--- config.mk ---
export PLATFORM = sky130hd
export DESIGN_NAME = burst2_sram
export DESIGN_NICKNAME = d
export VERILOG_FILES = /design/src/rtl/b2s_pkg.sv /design/src/rtl/b2s_phase.sv /design/src/rtl/b2s_wcap.sv /design/src/rtl/b2s_array.sv /design/src/rtl/b2s_rdpath.sv /design/src/rtl/burst2_sram.sv
export SDC_FILE = /design/constraint.sdc
export NUM_CORES = 1
export LEC_CHECK = 0
export BUFFER_PORTS_ARGS = -buffer_cell sky130_fd_sc_hd__buf_2
export CAP_MARGIN = 20
export CORE_UTILIZATION = 41
export CTS_CLUSTER_DIAMETER = 60
export CTS_CLUSTER_SIZE = 24
export DETAILED_ROUTE_END_ITERATION = 12
export PLACE_DENSITY = 0.54
export SYNTH_ARGS = -nofsm -noshare
export SYNTH_HDL_FRONTEND = slang
export SYNTH_SLANG_ARGS = --single-unit
--- constraint.sdc ---
create_clock -name clk -period 3.55 [get_ports clk]
set_input_delay 0 -clock clk [delete_from_list [all_inputs] [get_ports clk]]
set_output_delay 0 -clock clk [all_outputs]
set_load 0.02 [all_outputs]
--- src/rtl/b2s_pkg.sv ---
package b2s_pkg;
  typedef enum logic {PH_POS = 1'b0, PH_NEG = 1'b1} phase_e;
endpackage

--- src/rtl/b2s_phase.sv ---
module b2s_phase (
  input  logic              clk,
  input  logic              rst_n,
  output b2s_pkg::phase_e   ph
);
  import b2s_pkg::*;
  always_ff @(posedge clk or negedge rst_n) begin
    if (!rst_n) ph <= PH_POS;
    else        ph <= (ph == PH_POS) ? PH_NEG : PH_POS;
  end
endmodule

--- src/rtl/b2s_wcap.sv ---
module b2s_wcap #(
  parameter int AW    = 4,
  parameter int DW    = 18,
  parameter int LANES = 2
) (
  input  logic                 clk,
  input  logic                 rst_n,
  input  b2s_pkg::phase_e      ph,
  input  logic                 wr_sel_n,
  input  logic [AW-1:0]        addr,
  input  logic [DW-1:0]        wdata,
  input  logic [LANES-1:0]     lane_n,
  output logic                 commit,
  output logic [AW-1:0]        c_addr,
  output logic [DW-1:0]        c_w0,
  output logic [DW-1:0]        c_w1,
  output logic [LANES-1:0]     c_en0,
  output logic [LANES-1:0]     c_en1
);
  import b2s_pkg::*;
  logic             go;
  logic             pend_v;
  logic [DW-1:0]    w0_q;
  logic [LANES-1:0] en0_q;

  always_ff @(posedge clk or negedge rst_n) begin
    if (!rst_n) begin
      go     <= 1'b0;
      pend_v <= 1'b0;
      w0_q   <= '0;
      en0_q  <= '0;
      c_addr <= '0;
      c_w0   <= '0;
      c_w1   <= '0;
      c_en0  <= '0;
      c_en1  <= '0;
    end else if (ph == PH_POS) begin
      // pending burst commits on this edge; new burst may start
      pend_v <= 1'b0;
      go     <= !wr_sel_n;
      if (!wr_sel_n) begin
        w0_q  <= wdata;
        en0_q <= ~lane_n;
      end
    end else begin
      if (go) begin
        pend_v <= 1'b1;
        c_addr <= addr;
        c_w0   <= w0_q;
        c_en0  <= en0_q;
        c_w1   <= wdata;
        c_en1  <= ~lane_n;
      end
      go <= 1'b0;
    end
  end

  assign commit = pend_v && (ph == PH_POS);
endmodule

--- src/rtl/b2s_array.sv ---
module b2s_array #(
  parameter int AW    = 4,
  parameter int DW    = 18,
  parameter int LANES = 2
) (
  input  logic             clk,
  input  logic             we,
  input  logic [AW-1:0]    waddr,
  input  logic [DW-1:0]    wd0,
  input  logic [DW-1:0]    wd1,
  input  logic [LANES-1:0] wen0,
  input  logic [LANES-1:0] wen1,
  input  logic [AW-1:0]    raddr,
  output logic [DW-1:0]    rd0,
  output logic [DW-1:0]    rd1
);
  localparam int DEPTH = 1 << AW;
  localparam int LW    = DW / LANES;

  logic [DW-1:0] bank0 [DEPTH];
  logic [DW-1:0] bank1 [DEPTH];
  logic [DW-1:0] cur0, cur1, nw0, nw1;

  assign cur0 = bank0[waddr];
  assign cur1 = bank1[waddr];

  for (genvar g = 0; g < LANES; g++) begin : g_lane
    assign nw0[g*LW +: LW] = wen0[g] ? wd0[g*LW +: LW] : cur0[g*LW +: LW];
    assign nw1[g*LW +: LW] = wen1[g] ? wd1[g*LW +: LW] : cur1[g*LW +: LW];
  end

  always_ff @(posedge clk) begin
    if (we) begin
      bank0[waddr] <= nw0;
      bank1[waddr] <= nw1;
    end
  end

  assign rd0 = bank0[raddr];
  assign rd1 = bank1[raddr];
endmodule

--- src/rtl/b2s_rdpath.sv ---
module b2s_rdpath #(
  parameter int AW    = 4,
  parameter int DW    = 18,
  parameter int LANES = 2
) (
  input  logic             clk,
  input  logic             rst_n,
  input  b2s_pkg::phase_e  ph,
  input  logic             legacy,
  input  logic             rd_sel_n,
  input  logic [AW-1:0]    addr,
  output logic [AW-1:0]    raddr,
  input  logic [DW-1:0]    arr0,
  input  logic [DW-1:0]    arr1,
  input  logic             fwd_v,
  input  logic [AW-1:0]    fwd_addr,
  input  logic [DW-1:0]    fwd_w0,
  input  logic [DW-1:0]    fwd_w1,
  input  logic [LANES-1:0] fwd_en0,
  input  logic [LANES-1:0] fwd_en1,
  output logic [DW-1:0]    rdata,
  output logic             rvalid
);
  import b2s_pkg::*;
  localparam int LW = DW / LANES;

  logic          go;
  logic [AW-1:0] raddr_q;
  logic          fetch, hit;
  logic [DW-1:0] f0, f1;
  logic [DW-1:0] stage_d, hold_d;
  logic          stage_v, hold_v;

  always_ff @(posedge clk or negedge rst_n) begin
    if (!rst_n) begin
      go      <= 1'b0;
      raddr_q <= '0;
    end else if (ph == PH_POS) begin
      go <= !rd_sel_n;
      if (!rd_sel_n) raddr_q <= addr;
    end
  end

  assign raddr = raddr_q;
  assign fetch = go && (ph == PH_POS);
  assign hit   = fwd_v && (fwd_addr == raddr_q);

  for (genvar g = 0; g < LANES; g++) begin : g_fwd
    assign f0[g*LW +: LW] = (hit && fwd_en0[g]) ? fwd_w0[g*LW +: LW] : arr0[g*LW +: LW];
    assign f1[g*LW +: LW] = (hit && fwd_en1[g]) ? fwd_w1[g*LW +: LW] : arr1[g*LW +: LW];
  end

  always_ff @(posedge clk or negedge rst_n) begin
    if (!rst_n) begin
      rdata   <= '0;
      rvalid  <= 1'b0;
      stage_d <= '0;
      stage_v <= 1'b0;
      hold_d  <= '0;
      hold_v  <= 1'b0;
    end else if (ph == PH_POS) begin
      hold_d <= f1;
      hold_v <= fetch;
      if (legacy) begin
        rdata   <= fetch ? f0 : '0;
        rvalid  <= fetch;
        stage_v <= 1'b0;
      end else begin
        rdata   <= hold_v ? hold_d : '0;
        rvalid  <= hold_v;
        stage_d <= f0;
        stage_v <= fetch;
      end
    end else begin
      if (legacy) begin
        rdata  <= hold_v ? hold_d : '0;
        rvalid <= hold_v;
        hold_v <= 1'b0;
      end else begin
        rdata   <= stage_v ? stage_d : '0;
        rvalid  <= stage_v;
        stage_v <= 1'b0;
      end
    end
  end
endmodule

--- src/rtl/burst2_sram.sv ---
module burst2_sram #(
  parameter int AW    = 4,
  parameter int DW    = 18,
  parameter int LANES = 2
) (
  input  logic             clk,
  input  logic             rst_n,
  input  logic             lat_legacy,
  output logic             phase_p,
  input  logic             rd_sel_n,
  input  logic             wr_sel_n,
  input  logic [AW-1:0]    addr,
  input  logic [DW-1:0]    wdata,
  input  logic [LANES-1:0] lane_n,
  output logic [DW-1:0]    rdata,
  output logic             rvalid
);
  import b2s_pkg::*;

  phase_e           ph;
  logic             commit;
  logic [AW-1:0]    c_addr, raddr;
  logic [DW-1:0]    c_w0, c_w1, arr0, arr1;
  logic [LANES-1:0] c_en0, c_en1;

  b2s_phase u_phase (.clk(clk), .rst_n(rst_n), .ph(ph));

  b2s_wcap #(.AW(AW), .DW(DW), .LANES(LANES)) u_wcap (
    .clk(clk), .rst_n(rst_n), .ph(ph), .wr_sel_n(wr_sel_n), .addr(addr),
    .wdata(wdata), .lane_n(lane_n), .commit(commit), .c_addr(c_addr),
    .c_w0(c_w0), .c_w1(c_w1), .c_en0(c_en0), .c_en1(c_en1));

  b2s_array #(.AW(AW), .DW(DW), .LANES(LANES)) u_array (
    .clk(clk), .we(commit), .waddr(c_addr), .wd0(c_w0), .wd1(c_w1),
    .wen0(c_en0), .wen1(c_en1), .raddr(raddr), .rd0(arr0), .rd1(arr1));

  b2s_rdpath #(.AW(AW), .DW(DW), .LANES(LANES)) u_rd (
    .clk(clk), .rst_n(rst_n), .ph(ph), .legacy(lat_legacy), .rd_sel_n(rd_sel_n),
    .addr(addr), .raddr(raddr), .arr0(arr0), .arr1(arr1), .fwd_v(commit),
    .fwd_addr(c_addr), .fwd_w0(c_w0), .fwd_w1(c_w1), .fwd_en0(c_en0),
    .fwd_en1(c_en1), .rdata(rdata), .rvalid(rvalid));

  assign phase_p = (ph == PH_POS);
endmodule

==> flow_summary.yaml, run 1 <==
outcome:
  status: "finished clean"
detailed_routing:
  drt-total-wl_um: 62800
  drt_iter0_drc: 1033
  num_vias: 13410
  via_per_inst: 5.614
  drc: 0
  drt-pass1-iter-count: 5
  ant_nets: 0
  wl_per_cell_um: 26.29
power:
  p_total_w: 0.01693
  p_leak_nw: 10.17
  cellInternalPower_w: 0.01272
  p_sw_share_pct: 24.86
  powerDensity_nw_per_um2: 551.9
  p_comb_share_pct: 7.4
  power_frac_clock_pct: 34.7
  netSwitchingPower_w: 0.004209
  seqPwrFrac_pct: 57.9
  max-vdd-ir-drop_mv: 0.3309
synth:
  netlist_instances: 1350
  syn-cell-area_um2: 27000
  synth_seq_cells: 705
  syn_nets: 1379
  yosys_warnings: 0
  avgSynthCellArea_um2: 20.00
  ys_types: 33
  yosysSeqAreaShare_pct: 76.03
grt:
  grt_pass1_wl_um: 94340
  overflow: 0
  grt_max_degree: 90
  antenna_found_initial: 2
  grt_pass1_vias: 13860
  grtUsageTotal_pct: 19.30
floorplanning:
  die_x_um: 258.6
  start_util_pct: 41.65
  io_pins: 49
  row_count: 93
  die_area_um2: 66870
  die_y_um: 258.6
  core-area_um2: 64810
sta:
  finalCriticalPeriod_ns: 2.653
  holdWs_ns: 0.006772
  tightestPinTransition_ns: 1.052
  rsz0062_at_grt: "false"
  hold_viol_final: 0
  relSlewSlack_pct: 29.62
  period_share_pct: 74.73
  slew_viol_final: 0
  finalSetupViolCount: 0
  max_freq_mhz: 376.9
  setup-tns-final_ns: 0
  timing.final.ws_setup_ns: 0.8971
  finalClockSkew_ns: 0.02812
setup_path:
  rr_worst_depth: 4
  cp.arrival_ns: 3.20
  critPathKind: "flip-flop to flip-flop"
  crit_path_start_kind: "flip-flop"
  cp.required_ns: 4.09
  critPathMaxFanout: 22
  r2r_slack_ns: 0.90
  rr_endpoint: "u_rd.hold_d[17]"
  reg2reg_from: "u_rd.raddr[0]"
  cp-end-kind: "flip-flop"
finish:
  final_common_cell: "edfxtp_1"
  finalNetCount: 1524
  layout_common_cells: "edfxtp_1 (576), mux4_2 (144), dfrtp_1 (126)"
  drive_above_1_share_pct: 29.55
  final_area_um2: 30680
  area_growth_pct: 13.64
  fillCellCount: 5425
placement:
  dp_slack_ns: 0.8913
  dp_hpwl_um: 39170
  placed_area_um2: 28750
  port-buffer-count: 48
  gp_congestion: 0.7706
clock_network:
  cts_tree: "built"
  ctsResizeCount: 0
  insertion_delay_ns: 0.62
  h-tree-depth: 2
  clk_path_buf_depth: 3
  cts.clk_slew.worst_paths_ns: 0.09
  clockRootBuffer: "clkbuf_16"
  cts.sinks: 705
  cts_inserted_buffers: 47
job:
  drv_cap: 0
min_path:
  hp-class: "input port to async pin"
[kinds of logic (layout without fill, tap and decap cells)]
logic type / count (synthesis) / count (layout) / share of synthesized area (%)
buf+inv: 77 / 260 / 1.414
compound gates: 175 / 175 / 4.486
xor+xnor: 4 / 4 / 0.1298
other cells: 0 / 1 / 0
flops: 705 / 705 / 76.03
mux: 227 / 227 / 15.39
simple gates: 162 / 162 / 2.554
[power groups by stage]
stage	clock network, W	logic (W)	registers (W)
floorplan	0	0.000888	0.00977
global placement	0	0.00124	0.00998
detailed placement	0	0.00125	0.0100
CTS	0.00600	0.00128	0.00982
global route	0.00631	0.00136	0.00987
finish	0.00588	0.00125	0.00980
[worst max-delay path: stages (launching register included)]
cell and delay, ns:
dfrtp_4 0.79, xnor2_1 0.20, nand4_2 0.36, nor2_1 0.93, a221o_1 0.29
[routing by layer]
metal	part of all wire, %	GRT usage [%]
met4	1.6	4.257
met5	0	0
met2	47	30.32
met3	4.3	2.719
met1	47	28.74
[area by class of cell]
type                       count  area (um^2)  area share, %
clock inverter                37        411.6          1.342
clock buffer                  50         1230          4.009
multi-input combinational    568         6112          19.92
inverter                       3        11.26        0.03671
sequential                   705        20530          66.93
timing repair buffer         170         1308          4.262
antenna                        1        2.502       0.008157
tap                          855         1070          3.487
[through the flow]
stage | std cells | util (%)
2_1_floorplan | 1350 | -
3_3_place_gp | 2273 | 44.36
3_5_place_dp | 2273 | 44.36
4_1_cts | 2388 | 47.33
5_1_grt | 2389 | 47.33
6_report | 2389 | 47.33
[synthesized netlist by cell type (all sizes together)]
master	instances	share of area (%)
mux4	144	12
and2	3	0.070
mux2	64	2.7
inv	3	0.042
or3b	1	0.032
nand2	56	0.78
o21ai	44	0.84
or2	2	0.046
nand4	2	0.070
a31oi	4	0.093
a32oi	4	0.13
a21boi	1	0.028
xnor2	4	0.13
buf	31	0.77
a21oi	18	0.33
edfxtp	576	64
nand3	8	0.15
a22oi	86	2.4
clkbuf	43	0.60
a221o	18	0.67
nor2b	11	0.25
mux2i	19	0.70
nor2	79	1.2
dfrtp	129	12
[flip-flops by register name (all words and copies together), names as in the netlist, 2 cells and up]
| name | flops |
|---|---|
| u_wcap.c_en0 | 2 |
| u_rd.rdata | 18 |
| u_wcap.c_w0 | 18 |
| u_rd.stage_d | 18 |
| u_wcap.en0_q | 2 |
| u_wcap.w0_q | 18 |
| u_wcap.c_w1 | 18 |
| u_rd.raddr | 4 |
| u_wcap.c_addr | 4 |
| u_array.bank0 | 288 |
| u_wcap.c_en1 | 2 |
| u_rd.hold_d | 18 |
| u_array.bank1 | 288 |
[how the worst max path moves through the flow]
stage                        startpoint  slack (ns)                     to  cells past startpoint
after global routing      u_rd.raddr[0]        0.80        u_rd.hold_d[17]                      4
after global placement    u_rd.raddr[0]        0.91        u_rd.hold_d[12]                      5
after CTS                 u_rd.raddr[0]        0.87         u_rd.hold_d[3]                      5
after detailed placement  u_rd.raddr[0]        0.89         u_rd.hold_d[3]                      5
final                     u_rd.raddr[0]        0.90        u_rd.hold_d[17]                      4
after floorplan              u_phase.ph        1.56  u_array.bank0[15][10]                      6
[repair_timing]
action / CTS / global route
setup buffers: 0 / 0
hold endpoints to repair: 143 / 0
hold buffers: 28 / 0
No activity file was read; power rests on OpenSTA's default activity.
==> run 2: changes to the inputs <==
--- a/config.mk
+++ b/config.mk
@@ -11,7 +11,7 @@
 export CTS_CLUSTER_DIAMETER = 60
 export CTS_CLUSTER_SIZE = 24
 export DETAILED_ROUTE_END_ITERATION = 12
-export PLACE_DENSITY = 0.54
+export PLACE_DENSITY = 0.56
 export SYNTH_ARGS = -nofsm -noshare
 export SYNTH_HDL_FRONTEND = slang
 export SYNTH_SLANG_ARGS = --single-unit
==> constraint.sdc (replaced) <==
create_clock -name clk -period 2.15 [get_ports clk]
set_input_delay 0 -clock clk [delete_from_list [all_inputs] [get_ports clk]]
set_output_delay 0 -clock clk [all_outputs]
set_load 0.02 [all_outputs]
==> run 2 against run 1 <==
Compared with the run above: the run now ends with setup timing left; final cell count grew 3.3%; flip-flop and latch count did not move; design area up 5.1%; combinational power grew 120%; worst hold slack improved by 0.17 ns; first-iteration DRC count grew 8.3%; global-route usage is 0.59 points higher; maximum frequency up 21%; clock skew is 0.0062 ns lower; routed wire length is 2.6% higher; largest power group unchanged.
==> flow_summary.yaml, run 2 (synthesis results as in run 1) <==
floorplanning:
  core-area_um2: 64810
  row_count: 93
  die_y_um: 258.6
  io_pins: 49
  start_util_pct: 41.65
  die_x_um: 258.6
  die_area_um2: 66870
detailed_routing:
  ant_nets: 0
  drt-pass1-iter-count: 5
  wl_per_cell_um: 26.12
  drt_iter0_drc: 1119
  num_vias: 13820
  drt-total-wl_um: 64440
  via_per_inst: 5.602
  drc: 0
setup_path:
  cp_top_family: "compound AO/OA/AOI/OAI gates"
  rr_worst_depth: 7
  worst-path-stages: 7
  cp.arrival_ns: 2.69
  cpPeakStageDelay_ns: 0.53
  cpMaxStageDelayCell: "mux4_2"
  reg2reg_from: "u_rd.raddr[0]"
  r2r_slack_ns: -0.04
  crit_chain: "buf_6, buf_12, buf_12, mux4_2, a22oi_2, a21oi_2, a221o_1"
  cp.required_ns: 2.65
  crit_top_cell: "buf_12"
  worstSetupStartpoint: "u_rd.raddr[0]"
  rr_endpoint: "u_rd.hold_d[14]"
  crit_path_start_kind: "flip-flop"
  critPathKind: "flip-flop to flip-flop"
  critPathBufInv: 3
  cp-end-kind: "flip-flop"
  critPathMaxFanout: 10
  crit_end: "u_rd.hold_d[14]"
min_path:
  hp-class: "input port to flip-flop"
sta:
  hold_viol_final: 0
  tightestPinTransition_ns: 0.7996
  slew_viol_final: 0
  finalCriticalPeriod_ns: 2.194
  period_share_pct: 102.1
  rsz0062_at_grt: "true"
  max_freq_mhz: 455.7
  timing.final.ws_setup_ns: -0.04442
  finalClockSkew_ns: 0.02197
  finalSetupViolCount: 8
  relSlewSlack_pct: 46.69
placement:
  gp_congestion: 0.8025
  dp_hpwl_um: 40410
  port-buffer-count: 48
  dp_slack_ns: -0.1089
grt:
  antenna_found_initial: 0
  overflow: 0
  grt_pass1_wl_um: 96950
  grt_max_degree: 53
  grt_pass1_vias: 14350
  grtUsageTotal_pct: 19.89
clock_network:
  insertion_delay_ns: 0.61
  clk_path_buf_depth: 3
  h-tree-depth: 2
  cts_tree: "built"
  clockRootBuffer: "clkbuf_16"
  cts.sinks: 705
  cts_inserted_buffers: 47
  cts.clk_slew.worst_paths_ns: 0.09
finish:
  diodes: 0
  area_growth_pct: 19.44
  fin_util_pct: 49.75
  fillCellCount: 5193
  reg_top3: "u_array.bank0 x288, u_array.bank1 x288"
  final_common_cell: "edfxtp_1"
  layout_common_cells: "edfxtp_1 (576), mux4_2 (144), dfrtp_1 (126)"
  drive_above_1_share_pct: 37.97
  finalNetCount: 1603
job:
  drv_cap: 0
outcome:
  status: "finished with violations"
  failed_checks: "setup timing"
power:
  p_leak_nw: 10.81
  powerDensity_nw_per_um2: 895.7
  max-vdd-ir-drop_mv: 0.7234
-- run 2: cell types whose count changed in the layout (fill, tap and decap cells not counted), moves of 16 or more --
cell	delta
a22oi_1	-57
a22oi_2	+57
buf_4	+34
buf_12	+18
o21ai_0	-16
-- run 2: timing repair --
action                                  CTS  global route
endpoints found under the setup margin   39            54
pin swaps                                28            24
hold buffers                             31             0
setup buffers                            14             3
cloned                                    7             0
gates resized for setup                  93            48
hold endpoints to repair                185             0
-- run 2: per-stage QoR --
stage | power (W) | hold WS, ns | setup TNS [ns] | cells | instance area, um^2
floorplan | 0.01760 | -0.2956 | 0 | 1350 | 27000
detailed placement | 0.01877 | 0.002866 | -1.668 | 2330 | 29390
global placement | 0.01872 | -0.005284 | -1.420 | 2330 | 29390
global route | 0.02983 | 0.1646 | -2.279 | 2467 | 32240
CTS | 0.02912 | 0.1458 | -0.5485 | 2468 | 32130
finish | 0.02888 | 0.1818 | -0.1634 | 2467 | 32240
-- run 2: layer usage --
metal	part of all wire [%]	up-vias	track usage, %
li1	-	5943	-
met1	46	7426	29.77
met2	47	381	30.94
met3	4.7	71	2.866
met4	1.9	0	4.553
met5	0	-	0
-- run 2: area by class of cell --
type,count,area [um^2],share of cell area (%)
well taps,855,1070,3.318
inverters,3,11.26,0.03492
repair buffers,249,2374,7.361
clock buffers,55,1301,4.036
clock inverters,32,416.7,1.292
flip-flops and latches,705,20530,63.68
multi-input cells,568,6539,20.28
-- run 2: worst min path at each step --
stage / cells after the start / endpoint / from
after CTS: 3 / u_wcap.w0_q[15] / wdata[15]
final: 3 / u_wcap.w0_q[15] / wdata[15]
after global routing: 3 / u_wcap.c_w1[15] / wdata[15]
after floorplan: 0 / u_phase.ph / rst_n
after global placement: 1 / u_rd.rvalid / rst_n
after detailed placement: 1 / u_rd.rvalid / rst_n
-- run 2: report_power, final --
| part | switching [W] | total, W | internal (W) |
|---|---|---|---|
| clock | 0.00511 | 0.0100 | 0.00490 |
| sequential | 0.000654 | 0.0161 | 0.0155 |
| combinational | 0.00134 | 0.00276 | 0.00142 |
| total | 0.00711 | 0.0289 | 0.0218 |
-- run 2: worst min-delay path, cell delays in order --
cell           delay (ns)
dlygate4sd3_1        0.51
buf_2                0.11
mux2_2               0.13
==> run 3: changes to the inputs <==
--- a/config.mk
+++ b/config.mk
@@ -7,11 +7,11 @@
 export LEC_CHECK = 0
 export BUFFER_PORTS_ARGS = -buffer_cell sky130_fd_sc_hd__buf_2
 export CAP_MARGIN = 20
-export CORE_UTILIZATION = 41
+export CORE_UTILIZATION = 50
 export CTS_CLUSTER_DIAMETER = 60
 export CTS_CLUSTER_SIZE = 24
 export DETAILED_ROUTE_END_ITERATION = 12
-export PLACE_DENSITY = 0.56
+export PLACE_DENSITY = 0.66
 export SYNTH_ARGS = -nofsm -noshare
 export SYNTH_HDL_FRONTEND = slang
 export SYNTH_SLANG_ARGS = --single-unit
==> run 3 against run 2 <==
Compared with the run above: the run still ends with setup timing left; flip-flop and latch count unchanged; clock skew decreased by 0.0060 ns; clock-buffer cell count increased by 2; first-iteration DRC count increased by 22%; core utilization increased by 10 points; critical path depth increased by 2; largest power group unchanged.
==> flow_summary.yaml, run 3 (synthesis results as in run 1) <==
outcome:
  failed_checks: "setup timing"
  status: "finished with violations"
detailed_routing:
  wl_per_cell_um: 27.05
  drc: 0
  drt-total-wl_um: 61510
  ant_nets: 0
  num_vias: 13870
  via_per_inst: 6.099
  drt-pass1-iter-count: 5
  drt_iter0_drc: 1366
finish:
  multiInputGateArea_um2: 6570
  finalNetCount: 1580
  layout_common_cells: "edfxtp_1 (576), mux4_2 (144), dfrtp_1 (126)"
  regArea_um2: 20530
  fillCellCount: 3842
  final_area_um2: 31790
  area_growth_pct: 17.75
  fin_cells: 2274
  final_common_cell: "edfxtp_1"
  reg_top3: "u_array.bank0 x288, u_array.bank1 x288"
  drive_above_1_share_pct: 36.15
setup_path:
  cp.required_ns: 2.60
  crit_top_cell: "buf_12"
  critPathBufInv: 4
  cp-end-kind: "flip-flop"
  crit_end: "u_rd.stage_d[7]"
  rr_worst_depth: 9
  cpMaxStageDelayCell: "dfrtp_4"
  reg2reg_from: "u_rd.raddr[0]"
  rr_endpoint: "u_rd.stage_d[7]"
  critPathMaxFanout: 7
  crit_path_start_kind: "flip-flop"
  cp_top_family: "buffers and inverters"
  cpPeakStageDelay_ns: 0.57
  critPathKind: "flip-flop to flip-flop"
  worst-path-stages: 9
  cp.arrival_ns: 2.68
  worstSetupStartpoint: "u_rd.raddr[0]"
  crit_chain: "buf_16, buf_12, xnor2_4, nand4_2, buf_12, nor2_4, buf_12, mux2i_4, o21ai_0"
  r2r_slack_ns: -0.07
floorplanning:
  die_y_um: 234.4
  io_pins: 49
  die_area_um2: 54920
  start_util_pct: 50.96
  die_x_um: 234.4
  core-area_um2: 52970
  row_count: 84
clock_network:
  clk_path_buf_depth: 3
  cts_inserted_buffers: 42
  insertion_delay_ns: 0.60
  cts_tree: "built"
  cts.sinks: 705
  cts.clk_slew.worst_paths_ns: 0.09
  h-tree-depth: 2
  clockRootBuffer: "clkbuf_16"
min_path:
  hp-class: "input port to flip-flop"
sta:
  finalClockSkew_ns: 0.01593
  finalCriticalPeriod_ns: 2.223
  max_freq_mhz: 449.9
  finalSetupViolCount: 23
  hold_viol_final: 0
  timing.final.ws_setup_ns: -0.07290
  setup-tns-final_ns: -0.5464
  rsz0062_at_grt: "true"
  period_share_pct: 103.4
  relSlewSlack_pct: 47.40
  holdWs_ns: 0.1828
  tightestPinTransition_ns: 0.7854
  slew_viol_final: 0
grt:
  antenna_found_initial: 2
  grt_pass1_vias: 14170
  grt_pass1_wl_um: 91690
  overflow: 0
  grtUsageTotal_pct: 23.17
  grt_max_degree: 48
placement:
  port-buffer-count: 48
  dp_cells: 2148
  placed_area_um2: 29090
  gp_congestion: 0.8397
  dp_hpwl_um: 38550
power:
  cellInternalPower_w: 0.02156
  p_leak_nw: 10.68
  powerDensity_nw_per_um2: 887.8
  power_frac_clock_pct: 33.3
  seqPwrFrac_pct: 57.3
  p_comb_share_pct: 9.4
  p_sw_share_pct: 23.60
  max-vdd-ir-drop_mv: 0.8884
  netSwitchingPower_w: 0.006661
job:
  drv_cap: 0
==> run 3: worst min path at each step <==
stage,cells past startpoint,startpoint,endpoint
after floorplan,0,rst_n,u_phase.ph
after global placement,1,rst_n,u_rd.hold_d[3]
after detailed placement,1,rst_n,u_rd.hold_d[1]
after CTS,3,rd_sel_n,u_rd.go
after global routing,3,wdata[12],u_wcap.w0_q[12]
final,3,rd_sel_n,u_rd.go
==> run 3: tightest hold or removal path, delay by kind of cell <==
kind / cells / cell delay (ns)
buffers and inverters: 2 / 0.67
multiplexers: 1 / 0.08
==> run 3: routing by layer <==
metal | up-vias | global-route usage [%] | routed length [um]
li1 | 5894 | - | -
met1 | 7415 | 33.63 | 26400
met2 | 476 | 37.40 | 30040
met3 | 83 | 3.101 | 3753
met4 | 0 | 6.028 | 1317
met5 | - | 0 | 0
==> run 3: power by group through the flow <==
stage / Clock, W / Combinational (W) / Sequential, W
after detailed placement: 0 / 0.00225 / 0.0165
after global routing: 0.00999 / 0.00284 / 0.0163
final: 0.00939 / 0.00265 / 0.0162
after CTS: 0.00954 / 0.00251 / 0.0162
after floorplan: 0 / 0.00147 / 0.0161
after global placement: 0 / 0.00222 / 0.0164
==> run 3: what timing repair did <==
action / 4_1_cts / 5_1_grt
endpoints found under the setup margin: 25 / 54
buffers inserted: 10 / 3
pin swaps: 14 / 14
gates resized for setup: 63 / 66
endpoints found under the hold margin: 185 / 0
hold buffers: 30 / 0
cloned: 3 / 4
==> run 3: layout make-up <==
cell class	instances	area share [%]
Timing Repair Buffer	231	7.089
Tap cell	688	2.708
Multi-Input combinational cell	568	20.67
Inverter	3	0.03542
Clock buffer	57	4.015
Antenna cell	1	0.007872
Clock inverter	21	0.8817
Sequential cell	705	64.59
==> run 3: through the flow <==
| stage | utilization (%) | setup WS (ns) | total power [W] |
|---|---|---|---|
| floorplan | - | 0.1569 | 0.01760 |
| global placement | 54.91 | -0.1607 | 0.01864 |
| detailed placement | 54.91 | -0.1447 | 0.01872 |
| CTS | 59.25 | -0.02830 | 0.02822 |
| global route | 60.01 | -0.1243 | 0.02909 |
| finish | 60.01 | -0.07290 | 0.02822 |
